[config.mk]
export PLATFORM = sky130hd
export DESIGN_NAME = mpr_uart_rx
export DESIGN_NICKNAME = d
export VERILOG_FILES = /design/src/rtl/mpr_pkg.sv /design/src/rtl/mpr_sync.sv /design/src/rtl/mpr_frame.sv /design/src/rtl/mpr_flags.sv /design/src/rtl/mpr_break.sv /design/src/rtl/mpr_uart_rx.sv
export SDC_FILE = /design/constraint.sdc
export NUM_CORES = 1
export LEC_CHECK = 0
export BUFFER_PORTS_ARGS = -buffer_cell sky130_fd_sc_hd__buf_2
export CORE_MARGIN = 2
export CORE_UTILIZATION = 53
export CTS_CLUSTER_DIAMETER = 50
export DETAILED_ROUTE_END_ITERATION = 7
export PLACE_DENSITY_LB_ADDON = 0.08
export SLEW_MARGIN = 20
export SYNTH_ARGS = -nofsm -noshare
export SYNTH_HDL_FRONTEND = slang
export SYNTH_SLANG_ARGS = --single-unit
[constraint.sdc]
create_clock -name clk -period 2.3 [get_ports clk]
set_clock_uncertainty 0.15 [all_clocks]
set_input_delay 0.46 -clock clk [delete_from_list [all_inputs] [get_ports clk]]
set_output_delay 0.46 -clock clk [all_outputs]
set_load 0.02 [all_outputs]
[src/rtl/mpr_pkg.sv]
package mpr_pkg;
   typedef enum logic [1:0] {
      ST_IDLE,
      ST_START,
      ST_BITS,
      ST_STOP
   } rx_state_e;

   function automatic int frame_ticks(input int ovs, input int dw);
      return ovs * (dw + 3);
   endfunction
endpackage

[src/rtl/mpr_sync.sv]
module mpr_sync #(
   parameter int   STAGES  = 2,
   parameter logic RST_VAL = 1'b1
) (
   input  logic clk,
   input  logic rst_n,
   input  logic d,
   output logic q
);
   generate
      if (STAGES == 1) begin : g_one
         logic r;
         always_ff @(posedge clk or negedge rst_n) begin
            if (!rst_n) r <= RST_VAL;
            else        r <= d;
         end
         assign q = r;
      end else begin : g_chain
         logic [STAGES-1:0] r;
         always_ff @(posedge clk or negedge rst_n) begin
            if (!rst_n) r <= {STAGES{RST_VAL}};
            else        r <= {r[STAGES-2:0], d};
         end
         assign q = r[STAGES-1];
      end
   endgenerate
endmodule

[src/rtl/mpr_frame.sv]
module mpr_frame
   import mpr_pkg::*;
#(
   parameter int OVS    = 16,
   parameter int DATA_W = 8
) (
   input  logic            clk,
   input  logic            rst_n,
   input  logic            tick,
   input  logic            rs,
   input  logic            hold,
   output logic            done,
   output logic            stop_ok,
   output logic [DATA_W:0] payload
);
   localparam int CNT_W = $clog2(OVS);
   localparam int BIT_W = $clog2(DATA_W + 2);
   localparam logic [CNT_W-1:0] HALF_LAST = CNT_W'(OVS / 2 - 1);
   localparam logic [CNT_W-1:0] FULL_LAST = CNT_W'(OVS - 1);
   localparam logic [BIT_W-1:0] MARK_IDX  = BIT_W'(DATA_W);

   rx_state_e        st;
   logic [CNT_W-1:0] cnt;
   logic [BIT_W-1:0] bidx;
   logic [DATA_W:0]  shreg;

   always_ff @(posedge clk or negedge rst_n) begin
      if (!rst_n) begin
         st    <= ST_IDLE;
         cnt   <= '0;
         bidx  <= '0;
         shreg <= '0;
      end else if (tick) begin
         unique case (st)
            ST_IDLE: begin
               if (!rs && !hold) begin
                  st  <= ST_START;
                  cnt <= '0;
               end
            end
            ST_START: begin
               if (cnt == HALF_LAST) begin
                  cnt  <= '0;
                  bidx <= '0;
                  st   <= rs ? ST_IDLE : ST_BITS;
               end else begin
                  cnt <= cnt + 1'b1;
               end
            end
            ST_BITS: begin
               if (cnt == FULL_LAST) begin
                  cnt   <= '0;
                  shreg <= {rs, shreg[DATA_W:1]};
                  if (bidx == MARK_IDX) st <= ST_STOP;
                  else                  bidx <= bidx + 1'b1;
               end else begin
                  cnt <= cnt + 1'b1;
               end
            end
            ST_STOP: begin
               if (cnt == FULL_LAST) begin
                  cnt <= '0;
                  st  <= ST_IDLE;
               end else begin
                  cnt <= cnt + 1'b1;
               end
            end
            default: st <= ST_IDLE;
         endcase
      end
   end

   assign done    = tick && (st == ST_STOP) && (cnt == FULL_LAST);
   assign stop_ok = rs;
   assign payload = shreg;
endmodule

[src/rtl/mpr_flags.sv]
module mpr_flags #(
   parameter int DATA_W = 8
) (
   input  logic              clk,
   input  logic              rst_n,
   input  logic              done,
   input  logic              stop_ok,
   input  logic [DATA_W:0]   payload,
   input  logic              set_filter,
   input  logic              clr_full,
   input  logic              clr_ovr,
   input  logic              clr_frm,
   output logic [DATA_W-1:0] data_q,
   output logic              full_q,
   output logic              ovr_q,
   output logic              frm_q,
   output logic              filt_q
);
   logic marker;
   logic drop;
   logic store;
   logic overrun;
   logic bad_stop;

   assign marker   = payload[DATA_W];
   assign bad_stop = done && !stop_ok;
   assign drop     = done && stop_ok && filt_q && !marker;
   assign overrun  = done && stop_ok && !drop && full_q;
   assign store    = done && stop_ok && !drop && !full_q;

   always_ff @(posedge clk or negedge rst_n) begin
      if (!rst_n) begin
         data_q <= '0;
         full_q <= 1'b0;
         ovr_q  <= 1'b0;
         frm_q  <= 1'b0;
         filt_q <= 1'b0;
      end else begin
         if (store) begin
            data_q <= payload[DATA_W-1:0];
            full_q <= 1'b1;
         end else if (clr_full) begin
            full_q <= 1'b0;
         end

         if (overrun)      ovr_q <= 1'b1;
         else if (clr_ovr) ovr_q <= 1'b0;

         if (bad_stop)     frm_q <= 1'b1;
         else if (clr_frm) frm_q <= 1'b0;

         if (set_filter)            filt_q <= 1'b1;
         else if (store && marker)  filt_q <= 1'b0;
      end
   end
endmodule

[src/rtl/mpr_break.sv]
module mpr_break #(
   parameter int OVS    = 16,
   parameter int DATA_W = 8
) (
   input  logic clk,
   input  logic rst_n,
   input  logic tick,
   input  logic rs,
   input  logic frm,
   output logic brk
);
   localparam int LIMIT = mpr_pkg::frame_ticks(OVS, DATA_W);
   localparam int BW    = $clog2(LIMIT + 1);
   localparam logic [BW-1:0] LIM = BW'(LIMIT);

   logic [BW-1:0] low_cnt;

   always_ff @(posedge clk or negedge rst_n) begin
      if (!rst_n) begin
         low_cnt <= '0;
      end else if (!frm || rs) begin
         low_cnt <= '0;
      end else if (tick && low_cnt != LIM) begin
         low_cnt <= low_cnt + 1'b1;
      end
   end

   assign brk = frm && (low_cnt == LIM);
endmodule

[src/rtl/mpr_uart_rx.sv]
module mpr_uart_rx #(
   parameter int OVS         = 16,
   parameter int DATA_W      = 8,
   parameter int SYNC_STAGES = 2,
   parameter bit BREAK_EN    = 1'b1
) (
   input  logic              clk,
   input  logic              rst_n,
   input  logic              rx_in,
   input  logic              baud_tick,
   input  logic              set_filter,
   input  logic              clr_full,
   input  logic              clr_ovr,
   input  logic              clr_frm,
   output logic [DATA_W-1:0] rx_data,
   output logic              rx_full,
   output logic              ovr_err,
   output logic              frm_err,
   output logic              filter_en,
   output logic              break_det,
   output logic              rx_irq
);
   generate
      if (OVS < 4 || (OVS % 2) != 0) begin : g_bad_ovs
         $error("OVS must be even and at least 4");
      end
      if (DATA_W < 5 || DATA_W > 9) begin : g_bad_dw
         $error("DATA_W must be between 5 and 9");
      end
      if (SYNC_STAGES < 1) begin : g_bad_sync
         $error("SYNC_STAGES must be at least 1");
      end
   endgenerate

   logic            rs;
   logic            done;
   logic            stop_ok;
   logic [DATA_W:0] payload;
   logic            hold;

   assign hold = ovr_err | frm_err;

   mpr_sync #(.STAGES(SYNC_STAGES), .RST_VAL(1'b1)) u_sync (
      .clk   (clk),
      .rst_n (rst_n),
      .d     (rx_in),
      .q     (rs)
   );

   mpr_frame #(.OVS(OVS), .DATA_W(DATA_W)) u_frame (
      .clk     (clk),
      .rst_n   (rst_n),
      .tick    (baud_tick),
      .rs      (rs),
      .hold    (hold),
      .done    (done),
      .stop_ok (stop_ok),
      .payload (payload)
   );

   mpr_flags #(.DATA_W(DATA_W)) u_flags (
      .clk        (clk),
      .rst_n      (rst_n),
      .done       (done),
      .stop_ok    (stop_ok),
      .payload    (payload),
      .set_filter (set_filter),
      .clr_full   (clr_full),
      .clr_ovr    (clr_ovr),
      .clr_frm    (clr_frm),
      .data_q     (rx_data),
      .full_q     (rx_full),
      .ovr_q      (ovr_err),
      .frm_q      (frm_err),
      .filt_q     (filter_en)
   );

   generate
      if (BREAK_EN) begin : g_brk
         mpr_break #(.OVS(OVS), .DATA_W(DATA_W)) u_brk (
            .clk   (clk),
            .rst_n (rst_n),
            .tick  (baud_tick),
            .rs    (rs),
            .frm   (frm_err),
            .brk   (break_det)
         );
      end else begin : g_nobrk
         assign break_det = 1'b0;
      end
   endgenerate

   assign rx_irq = rx_full | ovr_err | frm_err;
endmodule

**After elaboration in Yosys (flattened, before gate mapping)**

Index checks and enable logic that the tools add are counted.

- Add/sub/neg operators: 3
- Equality and inequality tests: 14
- Mux-type cells: 25
- Bitwise operators: 3
- Reduce and logical (&&, ||, !) cells: 32

Operators with widths:

| kind | number |
|---|---|
| two-way mux 4 bit | 6 |
| two-way mux 8 bit | 2 |
| logical AND 1 bit | 13 |
| two-way mux 2 bit | 6 |
| one-hot mux 4 bit (3 select lines) | 1 |
| nonzero test 2 bit | 6 |
| != test 2 x 1 -> 1 bit, second input constant | 5 |
| adder 4 x 1 -> 4 bit, second input constant | 2 |
| adder 8 x 1 -> 8 bit, second input constant | 1 |
| == test 4 bit, second input constant | 2 |
| == test 8 bit, second input constant | 1 |
| two-way mux 1 bit | 8 |
| != test 8 bit, second input constant | 1 |
| one-hot mux 2 bit (4 select lines) | 1 |
| one-hot mux 4 bit (2 select lines) | 1 |
| logical NOT 1 bit | 6 |
| AND reduction 6 bit | 1 |
| AND reduction 5 bit | 1 |
| == test 2 bit, second input constant | 2 |
| == test 4 x 3 -> 1 bit, second input constant | 1 |
| bitwise OR 1 bit | 3 |
| AND reduction 3 bit | 1 |
| == test 2 x 1 -> 1 bit, second input constant | 1 |
| logical NOT 2 bit | 1 |
| other kinds (4) | 4 |

- Register bits: 41
- Input port bits: 8
- Output and inout port bits: 14
- Logic and storage cells: 88

**Longest topological paths before layout**

Gate-level depths: netlist (run 1).

- Depth after elaboration: 12
- Gate-level depth with buffers: 7
- Gate-level depth less buffers: 6

**Hierarchy**

Synthesis (run 1) repeated with hierarchy kept, for this count alone.

- Cell total of the unflattened synthesis: 178
- Area total of the unflattened synthesis: 2083.2 um^2

Modules (own cells, without submodules):

| module | instances | cells an instance | area an instance (um^2) | seq. area each (um^2) |
|---|---|---|---|---|
| mpr_frame | 1 | 95 | 1074.8 | 475.5 |
| mpr_flags | 1 | 31 | 478.0 | 300.3 |
| mpr_break | 1 | 48 | 465.4 | 200.2 |
| mpr_sync | 1 | 2 | 52.6 | 52.6 |
| mpr_uart_rx | 1 | 2 | 12.5 | 0.0 |

**Worst setup path before layout (run 1)**

No wires, ideal clock.

- Path kind: register -> output
- Start: reg g_brk.u_brk.low_cnt[2]
- End: out break_det
- Arrival: 1.417 ns
- Required time: 1.690 ns
- Setup slack: 0.273 ns
- Cell stages (with the launch flop): 3
- Buffers on the path: 0
- Cells stage by stage: dfrtp_1 -> or2_2 -> nor4_1

- Word-level cells in the longest chain between the ends: 2

RTL lines:

| what | RTL line | RTL |
|---|---|---|
| start: declaration | mpr_break.sv:16 | `logic [BW-1:0] low_cnt;` |
| start signal: assignment | mpr_break.sv:24 | `low_cnt <= low_cnt + 1'b1;` |
| == test 8 bit | mpr_break.sv:28 | `assign brk = frm && (low_cnt == LIM);` |
| logical AND 1 bit | mpr_break.sv:28 |  |
| end: declaration | mpr_uart_rx.sv:20 | `output logic break_det,` |

Every way passes these cells.

**Final worst setup path (run 1)**

- Start: reg g_brk.u_brk.low_cnt[0]
- End: out break_det

Same word-level chain as after synthesis.

==> results of run 1 <==
==> synth_stat cells, drive strengths merged (2+ instances only) <==
cell / number / share of area
nand2: 11 / 0.021
o21ai: 9 / 0.022
inv: 10 / 0.019
nor2b: 2 / 0.0062
nor2: 15 / 0.029
o221ai: 2 / 0.0087
a21oi: 6 / 0.015
nor3: 4 / 0.016
a21o: 3 / 0.011
or3: 3 / 0.0093
nor4: 2 / 0.0062
buf: 5 / 0.015
ha: 5 / 0.031
mux2: 17 / 0.095
clkbuf: 3 / 0.0062
xor2: 3 / 0.013
dfrtp: 39 / 0.49
nand3: 2 / 0.0075
nand2b: 2 / 0.0062
dfstp: 2 / 0.026
a22o: 2 / 0.0087
mux2i: 2 / 0.010
nand3b: 2 / 0.0075
o311ai: 2 / 0.0087
or2: 2 / 0.0062
xnor2: 2 / 0.0087
a32o: 3 / 0.015
nand4: 6 / 0.022
==> sequential cells by signal, indices dropped and copies added, names as in the netlist, named ones only <==
| signal | cells |
|---|---|
| g_brk.u_brk.low_cnt | 8 |
| u_flags.data_q | 8 |
| u_flags.filt_q | 1 |
| u_flags.frm_q | 1 |
| u_flags.full_q | 1 |
| u_flags.ovr_q | 1 |
| u_frame.bidx | 4 |
| u_frame.cnt | 4 |
| u_frame.payload | 9 |
| u_frame.st | 1 |
| u_sync.g_chain.r | 2 |
==> where the power goes <==
| group | switching [W] | total (W) | internal, W |
|---|---|---|---|
| Clock | 0.000236 | 0.000479 | 0.000244 |
| Combinational | 0.000235 | 0.000427 | 0.000192 |
| Sequential | 0.0000747 | 0.000852 | 0.000777 |
| Total | 0.000545 | 0.00176 | 0.00121 |
==> metal layers <==
| layer | part of all wire | track usage | vias to the layer above |
|---|---|---|---|
| li1 | - | - | 712 |
| met1 | 0.46 | 0.261 | 729 |
| met2 | 0.51 | 0.320 | 14 |
| met3 | 0.021 | 0.0462 | 2 |
| met4 | 0.0053 | 0.0547 | 0 |
| met5 | 0 | 0 | - |
==> stage by stage <==
| stage | power (W) | utilization |
|---|---|---|
| after floorplan | 0.00116 | - |
| after global placement | 0.00128 | 0.595 |
| after detailed placement | 0.00129 | 0.595 |
| after CTS | 0.00178 | 0.621 |
| after global routing | 0.00187 | 0.621 |
| final | 0.00176 | 0.621 |
==> kinds of logic after synthesis <==
| group | synth area share |
|---|---|
| AOI/OAI and AO/OA | 0.131 |
| xor gates and xnor gates | 0.0218 |
| adders and majority gates | 0.0311 |
| buffers and inverters | 0.0398 |
| DFF | 0.511 |
| muxes | 0.105 |
| and+or+nand+nor | 0.160 |
==> layout make-up <==
type | count | share of cell area
timing repair buffer | 27 | 0.0660
clock buffer | 7 | 0.0380
inverter | 10 | 0.0165
tap | 48 | 0.0264
sequential | 41 | 0.452
clock inverter | 1 | 0.00330
multi-input combinational | 122 | 0.397
==> how the worst max path moves through the flow <==
stage,start,to,slack (ns)
after floorplan,g_brk.u_brk.low_cnt[2],break_det,0.27
after CTS,g_brk.u_brk.low_cnt[0],break_det,0.11
after detailed placement,baud_tick,u_frame.payload[4],0.15
after global routing,g_brk.u_brk.low_cnt[0],break_det,0.03
final,g_brk.u_brk.low_cnt[0],break_det,0.13
after global placement,baud_tick,u_frame.payload[7],0.20
==> run_results.csv, run 1 <==
group,metric,value,unit
run_status,status,"finished clean",
yosys,syn_area_per_cell,11.1,sq um
global_route,grt_pass1_vias,1386,
global_route,grt_max_degree,42,
cells_and_area,drive_gt1_frac,0.293,
critical_path,cp.required,1.69,ns
critical_path,r2r_cells,5,
power,p_per_area,774,mW/mm^2
timing,worstMarginPinSlew,0.530,ns
critical_path,worst_path_largest_cell_delay,0.42,ns
placement,gp_congestion,0.813,
yosys,synth-seq-area-share,0.511,
floorplanning,start_util,0.550,
yosys,syn_inst,181,
cts,clock-root-buffer,"clkbuf_8",
critical_path,crit_fanout,4,
route,antenna_left,0,
global_route,grt_first_pass_wirelength,6.40,mm
timing,fin_setup_tns,0,ns
cts,cts_buffer_depth,2,
global_route,grt-ovfl-total,0,
timing,layout_setup_ws,0.133,ns
floorplanning,ios,22,
critical_path,crit_chain,"inv_1, ha_1, nand2_1, nor4_1, buf_2",
cells_and_area,stdcell_area,0.00227,sq mm
placement,place_ws,0.147,ns
route,routed_via_density,5.69,
timing,fmax,461,MHz
route,drt_iter0_drc,97,
timing,period_share,0.942,
power,peakVddDrop,470,uV
floorplanning,num_rows,22,
route,vias,1457,
critical_path,cp_top_family,"flip-flops",
critical_path,start_kind,"register",
placement,place.detailed.hpwl,2.66,mm
cells_and_area,fill_cells,291,
cts,cts-resized-gates,0,
route,wire_per_inst,14.8,microns
yosys,async_flop_share,1.00,
cells_and_area,fin_nets,220,
cells_and_area,final_cell_mix,"dfrtp_1 (39), buf_2 (21), mux2_2 (17)",
yosys,synth_edf_count,0,
critical_path,cp.depth,5,
cells_and_area,area_growth,13.0,%
floorplanning,die_height,65.6,microns
cts,clk_latency,0.28,ns
critical_path,ff2ff_setup_slack,0.19,ns
yosys,postSynthNetCount,194,
cts,post-cts-setup-buffer-count,0,
critical_path,critical_path.slowest_cell,"dfrtp_1",
critical_path,path_class,"reg2out",
critical_path,worstReg2RegStart,"u_frame.cnt[0]",
yosys,synth_top_flop_cell,"dfrtp_1",
route,firstDrtPassIters,4,
placement,numPortBuffers,21,
cts,h-tree-depth,2,
yosys,ys_ff_latch,41,
cells_and_area,multi_input_area,903,sq um
cells_and_area,num_antenna_cells,0,
critical_path,cp-end-kind,"primary output",
timing,slew_violations,0,
cts,ctsHoldBuffers,0,
run,drv_cap,0,
timing,worst_hold_slack,0.0641,ns
timing,hold_viol_final,0,
cts,clkSlewWorstSetupHoldPaths,0.08,ns
floorplanning,coreArea,0.00366,sq mm
critical_path,worst-path-buf-inv,2,
cells_and_area,seqCellArea,0.00103,sq mm
yosys,synth_warnings,0,
cts,cts_sinks,41,
placement,dpl.cell_count,248,
global_route,track_usage,0.196,
route,wl,3.79,mm
yosys,synth_cell_types,51,
floorplanning,fp.dieW,65.6,microns
power,leakagePower,1.07,nW
timing,rsz0062_at_grt,"no",
cts,cts_buffers,5,
timing,relSlewSlack,0.646,
timing,fin_crit,2.17,ns
worst_hold_path,min-delay-path-class,"in2async",
global_route,antenna_found_initial,0,
route,drc,0,
critical_path,worstReg2RegEnd,"u_frame.payload[4]",
yosys,synth_area,0.00201,sq mm
cells_and_area,final_common_cell,"dfrtp_1",
timing,setup_viol,0,
cells_and_area,layout.cells.non_filler,256,
floorplanning,die_area,0.00430,sq mm
critical_path,critPathArrivalTime,1.56,ns
placement,placed_area,0.00218,sq mm
cts,tritoncts,"built",
(Power assumes the default switching activity.)
==> run 2, diff against run 1 <==
Settings changed: CELL_PAD_IN_SITES_DETAIL_PLACEMENT set to 0, CELL_PAD_IN_SITES_GLOBAL_PLACEMENT set to 1, CORE_UTILIZATION 53 to 46.
==> run 2 against run 1 <==
Effect of this change:
- worst setup slack better by 0.051 ns
- die area is 14% higher
- sequential power is 1% lower
- non-clock buffer count is 3 higher
- clock-buffer cell count is 1 higher
- clock power is 2% lower
- final cell count is 2.7% higher
- first-iteration DRC count is 27% lower
- global-route usage is 1.9 points lower
- critical endpoint unchanged
- largest cell class unchanged
- highest routed layer unchanged
==> run_results.csv, run 2 (synthesis results as in run 1) <==
group,metric,value,unit
floorplanning,num_rows,24,
timing,layout_setup_ws,0.183,ns
route,firstDrtPassIters,4,
cells_and_area,num_antenna_cells,0,
power,p_per_area,767,mW/mm^2
timing,fmax,472,MHz
route,routed_via_density,5.43,
timing,hold_viol_final,0,
global_route,grt_max_degree,18,
cells_and_area,final_cell_mix,"dfrtp_1 (39), buf_2 (21), mux2_2 (17)",
worst_hold_path,hold_depth,1,
timing,setup_viol,0,
critical_path,cp-end-kind,"primary output",
timing,relSlewSlack,0.646,
cts,clock-root-buffer,"clkbuf_8",
floorplanning,die_height,70.1,microns
cts,post-cts-setup-buffer-count,0,
floorplanning,coreArea,0.00429,sq mm
cts,clk_latency,0.29,ns
placement,gp_congestion,0.778,
cells_and_area,fill_cells,382,
critical_path,path_class,"reg2out",
cts,cts_sinks,41,
critical_path,cp_top_family,"simple AND/OR/NAND/NOR gates",
cells_and_area,final_common_cell,"dfrtp_1",
timing,rsz0062_at_grt,"no",
cells_and_area,drive_gt1_frac,0.294,
power,peakVddDrop,438,uV
critical_path,critical_path.slowest_cell,"dfrtp_1",
cts,tritoncts,"built",
route,vias,1428,
cells_and_area,area_growth,14.3,%
route,wire_per_inst,14.9,microns
placement,place_ws,0.171,ns
global_route,grt_first_pass_wirelength,6.92,mm
global_route,grt_pass1_vias,1483,
route,wl,3.92,mm
cts,clkSlewWorstSetupHoldPaths,0.09,ns
timing,worstMarginPinSlew,0.529,ns
critical_path,worst-path-buf-inv,1,
run_status,status,"finished clean",
floorplanning,start_util,0.469,
critical_path,cp.required,1.69,ns
run,drv_cap,0,
floorplanning,ios,22,
route,drt_iter0_drc,71,
timing,worst_hold_slack,0.132,ns
floorplanning,fp.dieW,70.1,microns
critical_path,crit_chain,"or2_2, nor4_1, buf_2",
cts,h-tree-depth,2,
cells_and_area,fin_nets,223,
critical_path,cp.depth,3,
floorplanning,die_area,0.00492,sq mm
timing,fin_crit,2.12,ns
timing,fin_setup_tns,0,ns
critical_path,worst_path_largest_cell_delay,0.44,ns
route,antenna_left,0,
power,leakagePower,1.09,nW
cells_and_area,largest_reg_flops,9,
cts,cts_buffers,5,
critical_path,crit_fanout,5,
timing,slew_violations,0,
global_route,antenna_found_initial,0,
global_route,track_usage,0.176,
global_route,grt-ovfl-total,0,
critical_path,r2r_cells,5,
timing,period_share,0.920,
critical_path,critPathArrivalTime,1.51,ns
placement,numPortBuffers,21,
placement,place.detailed.hpwl,2.92,mm
worst_hold_path,min-delay-path-class,"in2reg",
critical_path,start_kind,"register",
route,drc,0,
cts,cts_buffer_depth,2,
==> run 2: worst paths after layout <==
check                                       start             endpoint  slack (ns)
max                        g_brk.u_brk.low_cnt[2]            break_det        0.18
min                                         rx_in  u_sync.g_chain.r[0]        0.13
max reg2reg                        u_frame.cnt[0]   u_frame.payload[0]        0.19
min reg2reg                   u_sync.g_chain.r[0]  u_sync.g_chain.r[1]        0.21
max in group asynchronous                   rst_n  u_sync.g_chain.r[0]        0.99
min in group asynchronous                   rst_n       u_frame.cnt[2]        0.42
==> run 2: routing by layer <==
layer / vias to the layer above / GRT usage / routed length [microns]
li1: 714 / - / -
met1: 698 / 0.221 / 1760
met2: 14 / 0.305 / 2030
met3: 2 / 0.0491 / 119
met4: 0 / 0.0385 / 12
met5: - / 0 / 0
==> run 2: what timing repair did <==
action / in CTS / in global routing
setup endpoints to repair: 0 / 0
hold buffers: 1 / 0
resized for setup: 0 / 0
hold endpoints to repair: 10 / 0
==> run 2: metrics by stage <==
step	power [W]	area (sq um)	cells	utilization
2_1_floorplan	0.00116	2010	181	-
3_3_place_gp	0.00130	2200	254	0.512
3_5_place_dp	0.00131	2200	254	0.512
4_1_cts	0.00179	2300	263	0.536
5_1_grt	0.00188	2300	263	0.536
6_report	0.00176	2300	263	0.536
==> run 2: area by class of cell <==
type | instances | area, sq um | share of cell area
inverters | 10 | 37.5 | 0.0163
repair buffers | 30 | 175 | 0.0762
clock buffers | 8 | 90.1 | 0.0392
well taps | 52 | 65.1 | 0.0283
flip-flops and latches | 41 | 1030 | 0.447
multi-input cells | 122 | 903 | 0.393
==> run 2: power by group <==
part	total, W	switching [W]	leakage (nW)	internal, W
Sequential	0.000841	0.0000627	0.543	0.000778
Clock	0.000469	0.000225	0.0455	0.000245
Combinational	0.000455	0.000251	0.500	0.000204
Total	0.00176	0.000538	1.09	0.00123
